<file path="src/rtl/pcs_rx_pkg.sv">
package pcs_rx_pkg;
  localparam int KIND_W = 4;
  localparam int NIB_W  = 4;

  typedef enum logic [KIND_W-1:0] {
    SYM_SILENCE = 4'd0,
    SYM_SYNC    = 4'd1,
    SYM_SSD     = 4'd2,
    SYM_DATA    = 4'd3,
    SYM_ESD     = 4'd4,
    SYM_ESDOK   = 4'd5,
    SYM_ESDERR  = 4'd6,
    SYM_BEACON  = 4'd7
  } sym_kind_e;

  typedef enum logic [1:0] {
    FR_IDLE = 2'd0,
    FR_OPEN = 2'd1,
    FR_TAIL = 2'd2
  } frame_st_e;

  localparam logic [NIB_W-1:0] PRE_NIB = 4'h5;
endpackage

</file>
<file path="src/rtl/rx_sym_pipe.sv">
module rx_sym_pipe #(
  parameter int DEPTH = 3,
  parameter int W     = 8
) (
  input  logic         clk,
  input  logic         rst_n,
  input  logic         adv,
  input  logic [W-1:0] din,
  output logic [W-1:0] tap
);
  generate
    if (DEPTH == 1) begin : g_single
      logic [W-1:0] stg_q;
      always_ff @(posedge clk or negedge rst_n) begin
        if (!rst_n)   stg_q <= '0;
        else if (adv) stg_q <= din;
      end
      assign tap = stg_q;
    end else begin : g_chain
      logic [DEPTH-1:0][W-1:0] stg_q;
      logic [DEPTH-1:0][W-1:0] stg_d;
      always_comb begin
        stg_d = stg_q;
        if (adv) begin
          stg_d[0] = din;
          for (int i = 1; i < DEPTH; i++) stg_d[i] = stg_q[i-1];
        end
      end
      always_ff @(posedge clk or negedge rst_n) begin
        if (!rst_n) stg_q <= '0;
        else        stg_q <= stg_d;
      end
      assign tap = stg_q[DEPTH-1];
    end
  endgenerate
endmodule

</file>
<file path="src/rtl/rx_act_track.sv">
module rx_act_track #(
  parameter int SKIP_N = 3
) (
  input  logic clk,
  input  logic rst_n,
  input  logic adv,
  input  logic is_silence,
  input  logic low_lat,
  output logic line_act,
  output logic discard
);
  localparam int CW = $clog2(SKIP_N + 1);
  localparam logic [CW-1:0] SKIP_LIM = CW'(SKIP_N);

  logic          act_q, act_d;
  logic [CW-1:0] cnt_q, cnt_d;
  logic          in_window;

  // position of the current symbol inside its burst, counted from zero
  assign in_window = !act_q || (cnt_q < SKIP_LIM);
  assign discard   = low_lat && !is_silence && in_window;

  always_comb begin
    act_d = act_q;
    cnt_d = cnt_q;
    if (adv) begin
      if (is_silence) begin
        act_d = 1'b0;
        cnt_d = '0;
      end else begin
        act_d = 1'b1;
        if (!act_q)               cnt_d = CW'(1);
        else if (cnt_q < SKIP_LIM) cnt_d = cnt_q + CW'(1);
      end
    end
  end

  always_ff @(posedge clk or negedge rst_n) begin
    if (!rst_n) begin
      act_q <= 1'b0;
      cnt_q <= '0;
    end else begin
      act_q <= act_d;
      cnt_q <= cnt_d;
    end
  end

  assign line_act = act_q;
endmodule

</file>
<file path="src/rtl/rx_frame_fsm.sv">
module rx_frame_fsm
  import pcs_rx_pkg::*;
(
  input  logic              clk,
  input  logic              rst_n,
  input  logic              step,
  input  logic [KIND_W-1:0] kind,
  input  logic [NIB_W-1:0]  nib,
  output logic              rx_dv,
  output logic              rx_er,
  output logic [NIB_W-1:0]  rxd
);
  frame_st_e        st_q, st_d;
  logic             dv_q, dv_d;
  logic             er_q, er_d;
  logic [NIB_W-1:0] rxd_q, rxd_d;

  always_comb begin
    st_d  = st_q;
    dv_d  = dv_q;
    er_d  = er_q;
    rxd_d = rxd_q;
    if (step) begin
      er_d  = 1'b0;
      rxd_d = '0;
      unique case (st_q)
        FR_IDLE: begin
          if (kind == SYM_SSD) begin
            st_d  = FR_OPEN;
            dv_d  = 1'b1;
            rxd_d = PRE_NIB;
          end else begin
            dv_d = 1'b0;
          end
        end
        FR_OPEN: begin
          if (kind == SYM_DATA) begin
            rxd_d = nib;
          end else if (kind == SYM_ESD) begin
            st_d = FR_TAIL;
            dv_d = 1'b0;
          end else if (kind == SYM_SILENCE) begin
            st_d = FR_IDLE;
            dv_d = 1'b0;
            er_d = 1'b1;
          end else begin
            er_d = 1'b1;
          end
        end
        FR_TAIL: begin
          st_d = FR_IDLE;
          dv_d = 1'b0;
          if (kind != SYM_ESDOK) er_d = 1'b1;
        end
        default: begin
          st_d = FR_IDLE;
          dv_d = 1'b0;
        end
      endcase
    end
  end

  always_ff @(posedge clk or negedge rst_n) begin
    if (!rst_n) begin
      st_q  <= FR_IDLE;
      dv_q  <= 1'b0;
      er_q  <= 1'b0;
      rxd_q <= '0;
    end else begin
      st_q  <= st_d;
      dv_q  <= dv_d;
      er_q  <= er_d;
      rxd_q <= rxd_d;
    end
  end

  assign rx_dv = dv_q;
  assign rx_er = er_q;
  assign rxd   = rxd_q;
endmodule

</file>
<file path="src/rtl/pcs_rx_framer.sv">
module pcs_rx_framer
  import pcs_rx_pkg::*;
#(
  parameter int DEC_DELAY = 3,
  parameter int SKIP_N    = 3
) (
  input  logic              clk,
  input  logic              rst_n,
  input  logic              sym_vld,
  input  logic [KIND_W-1:0] sym_kind,
  input  logic [NIB_W-1:0]  sym_nib,
  input  logic              low_lat,
  output logic              rx_dv,
  output logic              rx_er,
  output logic [NIB_W-1:0]  rxd,
  output logic              line_act
);
  localparam int SYM_W = KIND_W + NIB_W;

  logic [SYM_W-1:0]  tap_sym;
  logic [KIND_W-1:0] dec_kind;
  logic [NIB_W-1:0]  dec_nib;
  logic              discard;

  rx_sym_pipe #(.DEPTH(DEC_DELAY), .W(SYM_W)) u_pipe (
    .clk   (clk),
    .rst_n (rst_n),
    .adv   (sym_vld),
    .din   ({sym_kind, sym_nib}),
    .tap   (tap_sym)
  );

  rx_act_track #(.SKIP_N(SKIP_N)) u_act (
    .clk        (clk),
    .rst_n      (rst_n),
    .adv        (sym_vld),
    .is_silence (sym_kind == SYM_SILENCE),
    .low_lat    (low_lat),
    .line_act   (line_act),
    .discard    (discard)
  );

  // decode point: delayed copy by default, live symbol in low-latency mode
  always_comb begin
    if (low_lat) begin
      dec_kind = sym_kind;
      dec_nib  = sym_nib;
    end else begin
      dec_kind = tap_sym[SYM_W-1:NIB_W];
      dec_nib  = tap_sym[NIB_W-1:0];
    end
    if (discard) begin
      dec_kind = SYM_SILENCE;
      dec_nib  = '0;
    end
  end

  rx_frame_fsm u_fsm (
    .clk   (clk),
    .rst_n (rst_n),
    .step  (sym_vld),
    .kind  (dec_kind),
    .nib   (dec_nib),
    .rx_dv (rx_dv),
    .rx_er (rx_er),
    .rxd   (rxd)
  );
endmodule

</file>
<file path="config.mk">
export PLATFORM = sky130hd
export DESIGN_NAME = pcs_rx_framer
export DESIGN_NICKNAME = d
export VERILOG_FILES = /design/src/rtl/pcs_rx_pkg.sv /design/src/rtl/rx_sym_pipe.sv /design/src/rtl/rx_act_track.sv /design/src/rtl/rx_frame_fsm.sv /design/src/rtl/pcs_rx_framer.sv
export SDC_FILE = /design/constraint.sdc
export NUM_CORES = 1
export LEC_CHECK = 0
export BUFFER_PORTS_ARGS = -buffer_cell sky130_fd_sc_hd__clkbuf_2
export CAP_MARGIN = 15
export CORE_ASPECT_RATIO = 0.6
export CORE_MARGIN = 2
export CORE_UTILIZATION = 51
export CTS_CLUSTER_SIZE = 25
export DETAILED_ROUTE_END_ITERATION = 8
export MAX_ROUTING_LAYER = met4
export PLACE_DENSITY = 0.81
export SYNTH_ARGS = -nofsm -noshare
export SYNTH_HDL_FRONTEND = slang
export SYNTH_SLANG_ARGS = --single-unit
</file>
<file path="constraint.sdc">
create_clock -name clk -period 1.9 [get_ports clk]
set_input_delay 0.38 -clock clk [delete_from_list [all_inputs] [get_ports clk]]
set_output_delay 0.38 -clock clk [all_outputs]
set_load 0.01 [all_outputs]
</file>
==> summary.txt, run 1 <==
CP Capture Type - flip-flop
Worst-path cell chain - or4_1, a41o_1, or4_1, o21ai_0
Worst-Margin Slew - 596.3 ps
Clock transition at the registers of the reported paths - 70 ps
Number of global-route vias before repair - 1288
Cell variety after synth - 36
WL met2 - 1560 µm
Drt drc - 0
Post-Synthesis Cells - 136
Uppermost routed layer - met4
Met1 WL - 1692 µm
Die Span Y - 48.68 µm
Area of placed instances - 1911 µm²
Crit path max fanout - 2
Via-per-instance ratio - 5.757
Post-layout net count - 184
Die W - 78.46 µm
Yosys reg bits - 35
Async SR Flop Fraction - 100.0%
DRT antenna net count - 0
Crit path largest cell delay - 540 ps
Design area - 1992 µm²
Clock sinks - 35
Status - finished, final reports clean
Vias - 1232
Routed WL per cell - 16.21 µm
Fin crit period - 1803 ps
Slew HR - 60.24%
DRT iter0 DRCs - 39
GPL Wtd Cong - 0.8548
Seq/Total Area, Yosys - 51.62%
Final Max Slew Viols - 0
# fillers - 261
First-pass GRT wire length - 5934 µm
Cell Pwr Density - 974.0 nW/µm²
Area Overhead vs Synth - 17.40%
Hold Crit Class - input pin to async pin
Met3 WL - 147 µm
Routed WL - 3469 µm
CTS tree - yes
Die ar. - 3819 µm²
1st-pass router iterations - 4
Final setup fails - 0
EDFF count, synth - 0
Ys Warns - 0
Skew final - 5.357 ps
Peak VDD IR - 0.5327 mV
Crit Path Class - flip-flop to flip-flop
Core area - 3223 µm²
Max clock buf depth - 2
Htree depth - 2
Remaining Overflow, GRT - 0
Post-layout util - 61.80%
Largest net degree at the start of global routing - 25
Slowest stage cell on the critical path - or4_1
RSZ-0062 raised after global routing - false
F_max - 0.5546 GHz
Setup Buffers After CTS - 0
Syn Nets - 152
Core Rows - 16
Most used DFF post-synth - dfrtp_1
Fin crit share - 94.90%
Post-cts hold buffer count - 0
Share of cells above drive strength 1 - 38.46%
Critical Path RT - 2100 ps
Port buffer count - 18
Initial antenna violation count - 0
# IOs - 19
Hold Fails Final Rpt - 0
Num CTS Buffers - 5
Max_cap viols - 0
DPL Wire Length - 2584 µm
Post-CTS Resized - 0
Global Route Usage Sum - 21.24%
Avg Inst Size Synth - 12.48 µm²
Initial Util - 52.64%
Crit path DAT - 2010 ps
Leak - 0.9057 nW
Most used cell along the critical path - or4_1
Post-synthesis cell area - 1697 µm²
Skew-Pair Late Insertion Delay - 280 ps
Ant. Diodes - 0
Clk root buf - clkbuf_8
CP startpoint kind - flip-flop
==> state kept, by name, indices dropped and copies added (netlist names) <==
signal,flops
u_pipe.tap,8
u_fsm.rx_dv,1
u_fsm.st_q,2
u_fsm.rx_er,1
u_act.cnt_q,2
u_pipe.g_chain.stg_q,16
u_act.line_act,1
u_fsm.rxd,4
==> synthesized netlist by cell type, drive strengths merged (3+ instances only) <==
master	count	area, µm²
a21oi	4	20.02
a22o	3	26.28
clkbuf	4	15.01
dfrtp	35	875.8
ha	4	50.05
inv	4	15.01
mux2	24	270.3
mux2i	7	70.07
nand2	5	18.77
nor2	4	15.01
o21ai	8	40.04
o2bb2ai	3	26.28
==> per-stage QoR <==
| step | instances | setup slack (ps) | hold slack, ps | TNS, ps | power [mW] |
|---|---|---|---|---|---|
| after global routing | 214 | 16.44 | 122.3 | 0 | 2.079 |
| after floorplan | 136 | 9.480 | 84.41 | 0 | 1.268 |
| after detailed placement | 206 | -42.15 | 411.6 | -42.15 | 1.451 |
| final | 214 | 96.81 | 95.31 | 0 | 1.940 |
| after CTS | 214 | 106.0 | 107.0 | 0 | 1.956 |
| after global placement | 206 | -13.23 | 398.9 | -13.23 | 1.401 |
==> routing by layer <==
metal  GRT usage (%)  up-vias
met1           28.41      615
met4           10.53        0
met3           5.784        9
li1                -      575
met2           30.03       33
met5               -        -
==> area by class of cell <==
cell class | instances | area [µm²] | area share [%]
clock inverters | 1 | 5.005 | 0.2513
multi-input cells | 91 | 775.7 | 38.94
clock buffers | 7 | 76.32 | 3.832
inverters | 4 | 15.01 | 0.7538
flip-flops and latches | 35 | 875.8 | 43.97
well taps | 45 | 56.30 | 2.827
repair buffers | 31 | 187.7 | 9.422
==> cells in the final DEF, fill, tap and decap left out, types with 4 or more instances in the layout <==
cell type	count
a21oi_1	4
buf_4	13
clkbuf_2	18
clkbuf_8	5
dfrtp_1	35
ha_1	4
inv_1	4
mux2_2	24
mux2i_1	7
nand2_1	5
nor2_1	4
o21ai_0	8
==> cells by family (layout without fill, tap and decap cells) <==
kind of cell	count (synthesis)	in the layout	share of synthesized area (%)
fa+ha+maj	4	4	2.950
compound gates	28	28	11.65
mux	31	31	20.06
buf+inv	10	43	2.654
simple gates	28	28	11.06
flops	35	35	51.62
==> path summary, 6_finish.rpt <==
path | startpoint | to | slack [ps] | depth (start not counted)
worst max-delay path | u_pipe.tap[4]$_DFFE_PN0P_ | u_fsm.st_q[1]$_DFFE_PN0P_ | 100 | 4
min in group clk | sym_nib[3] | u_pipe.g_chain.stg_q[3]$_DFFE_PN0P_ | 350 | 2
worst min register to register | u_fsm.rxd[3]$_DFFE_PN0P_ | u_fsm.rxd[3]$_DFFE_PN0P_ | 500 | 1
worst max register to register | u_pipe.tap[4]$_DFFE_PN0P_ | u_fsm.st_q[1]$_DFFE_PN0P_ | 100 | 4
max in group asynchronous | rst_n | u_pipe.tap[1]$_DFFE_PN0P_ | 1280 | 2
worst min-delay path | rst_n | u_fsm.rx_er$_DFFE_PN0P_ | 100 | 1
==> power by group <==
group	internal [mW]	switching (mW)	total, mW
sequential	0.866	0.0839	0.949
combinational	0.244	0.249	0.493
clock	0.257	0.241	0.498
==> critical path, delay by kind of cell (launching register included) <==
family,cells,cell delay (ps)
AOI/OAI and AO/OA,2,340
DFF,1,370
and+or+nand+nor,2,1030
Note: power is estimated with default switching activity, not from simulation.
==> inputs of run 2 (changes only) <==
--- a/config.mk
+++ b/config.mk
@@ -9,11 +9,11 @@
 export CAP_MARGIN = 15
 export CORE_ASPECT_RATIO = 0.6
 export CORE_MARGIN = 2
-export CORE_UTILIZATION = 51
+export CORE_UTILIZATION = 57
 export CTS_CLUSTER_SIZE = 25
 export DETAILED_ROUTE_END_ITERATION = 8
 export MAX_ROUTING_LAYER = met4
-export PLACE_DENSITY = 0.81
+export PLACE_DENSITY = 0.85
 export SYNTH_ARGS = -nofsm -noshare
 export SYNTH_HDL_FRONTEND = slang
 export SYNTH_SLANG_ARGS = --single-unit
==> constraint.sdc (replaced) <==
create_clock -name clk -period 1.84 [get_ports clk]
set_input_delay 0.368 -clock clk [delete_from_list [all_inputs] [get_ports clk]]
set_output_delay 0.368 -clock clk [all_outputs]
set_load 0.01 [all_outputs]
==> run 2 against run 1 <==
Effect of this change:
- non-clock buffer count shrank 3
- sequential share of layout area grew 0.20 points
- first-iteration DRC count is 67% higher
- cell count decreased by 3.3%
- count of clock-buffer cells in the layout down 1
- via count fell by 5.4%
- critical path type unchanged
- largest cell class unchanged
==> summary.txt, run 2 (synthesized netlist as in run 1, its figures left out) <==
Share of cells above drive strength 1 - 38.79%
CP Capture Type - flip-flop
RSZ-0062 raised after global routing - false
Routed WL per cell - 15.65 µm
Design area - 1986 µm²
Clock transition at the registers of the reported paths - 60 ps
R2R Path Start - u_pipe.tap[5]$_DFFE_PN0P_
Die Span Y - 46.26 µm
Global Route Usage Sum - 21.92%
Final hold slack - 114.9 ps
Critical Path RT - 2050 ps
1st-pass router iterations - 4
Leak - 0.9002 nW
DRT iter0 DRCs - 65
Core Rows - 15
CP startpoint kind - flip-flop
Max_cap viols - 0
Commonest non-fill, non-tap cell in the layout - dfrtp_1
Num CTS Buffers - 5
Remaining Overflow, GRT - 0
Peak VDD IR - 0.6078 mV
Area of placed instances - 1897 µm²
Status - finished, final reports clean
Die W - 74.44 µm
Final setup fails - 0
Ant. Diodes - 0
Port buffer count - 18
Core area - 2853 µm²
Slew HR - 70.87%
# IOs - 19
Max clock buf depth - 2
Setup Buffers After CTS - 0
GPL Wtd Cong - 0.8609
Number of global-route vias before repair - 1077
Crit path DAT - 1930 ps
Area Overhead vs Synth - 17.04%
Cell Pwr Density - 1013 nW/µm²
RR Endpoint - u_fsm.st_q[1]$_DFFE_PN0P_
Clk root buf - clkbuf_8
First-pass GRT wire length - 5202 µm
Htree depth - 2
Post-layout net count - 181
Non-filler instance count after layout - 207
Crit path launch - u_pipe.tap[5]$_DFFE_PN0P_
R2R depth - 4
Most frequent cells in the layout - dfrtp_1, mux2_2, clkbuf_2
Hold Fails Final Rpt - 0
Hold Crit Class - input pin to async pin
DRT antenna net count - 0
Skew final - 1.797 ps
F_max - 0.5830 GHz
Setup TNS - 0 ps
Routed WL - 3240 µm
Vias - 1166
Largest net degree at the start of global routing - 36
Largest register by flop count - u_pipe.g_chain.stg_q
Max reg flops - 16
Drt drc - 0
Clock sinks - 35
Crit Path Class - flip-flop to flip-flop
Final Max Slew Viols - 0
Placed cells - 200
Via-per-instance ratio - 5.633
Skew-Pair Late Insertion Delay - 280 ps
Worst-Margin Slew - 432.4 ps
Initial antenna violation count - 0
CTS tree - yes
Die ar. - 3443 µm²
Fin crit period - 1715 ps
R2R setup slack - 120 ps
DPL Wire Length - 2363 µm
Crit path max fanout - 8
Critical Path End - u_fsm.st_q[1]$_DFFE_PN0P_
Initial Util - 59.47%
Fin crit share - 93.22%
[run 2: what timing repair did]
item | 4_1_cts | 5_1_grt
endpoints found under the hold margin | 0 | 0
endpoints found under the setup margin | 0 | 1
gates resized for setup | 0 | 1
hold buffers | 0 | 0
[run 2: final cells by class]
cell class,count,area [µm²]
Timing Repair Buffer,28,177.7
Clock buffer,6,82.58
Fill cell,225,867.1
Clock inverter,1,5.005
Sequential cell,35,877.1
Multi-Input combinational cell,91,775.7
Inverter,4,15.01
Tap cell,42,52.55
[run 2: power breakdown]
group          switching (mW)  leakage [nW]  internal [mW]
clock network           0.254        0.0470          0.293
logic                   0.241         0.429          0.241
registers              0.0887         0.424          0.895
[run 2: stage by stage]
step | total power, mW | utilization, % | setup WS [ps]
floorplan | 1.310 | - | 84.67
global placement | 1.446 | 66.49 | 41.70
detailed placement | 1.475 | 66.49 | 24.60
CTS | 2.025 | 69.56 | 118.7
global route | 2.131 | 69.61 | 17.08
finish | 2.012 | 69.61 | 124.7
[run 2: routing by layer]
layer	track usage [%]	share of wire (%)
met1	29.55	49
met4	11.07	1.3
met2	30.62	45
met3	5.908	4.6
met5	-	0
[run 2: how the worst min path moves through the flow]
stage	from	endpoint	slack (ps)	cells after the start
2_1_floorplan	rst_n	u_act.cnt_q[0]$_DFFE_PN0P_	70	0
3_3_place_gp	rst_n	u_pipe.g_chain.stg_q[7]$_DFFE_PN0P_	410	2
3_5_place_dp	rst_n	u_pipe.g_chain.stg_q[7]$_DFFE_PN0P_	440	2
4_1_cts	rst_n	u_fsm.rx_dv$_DFFE_PN0P_	130	2
5_1_grt	rst_n	u_pipe.g_chain.stg_q[7]$_DFFE_PN0P_	160	2
6_report	rst_n	u_pipe.g_chain.stg_q[7]$_DFFE_PN0P_	110	2
[run 2: worst max-delay path, cell delays in order (launching register included)]
cell and delay, ps:
dfrtp_2 450, or4_1 490, a41o_1 240, or4_1 390, o21ai_1 80
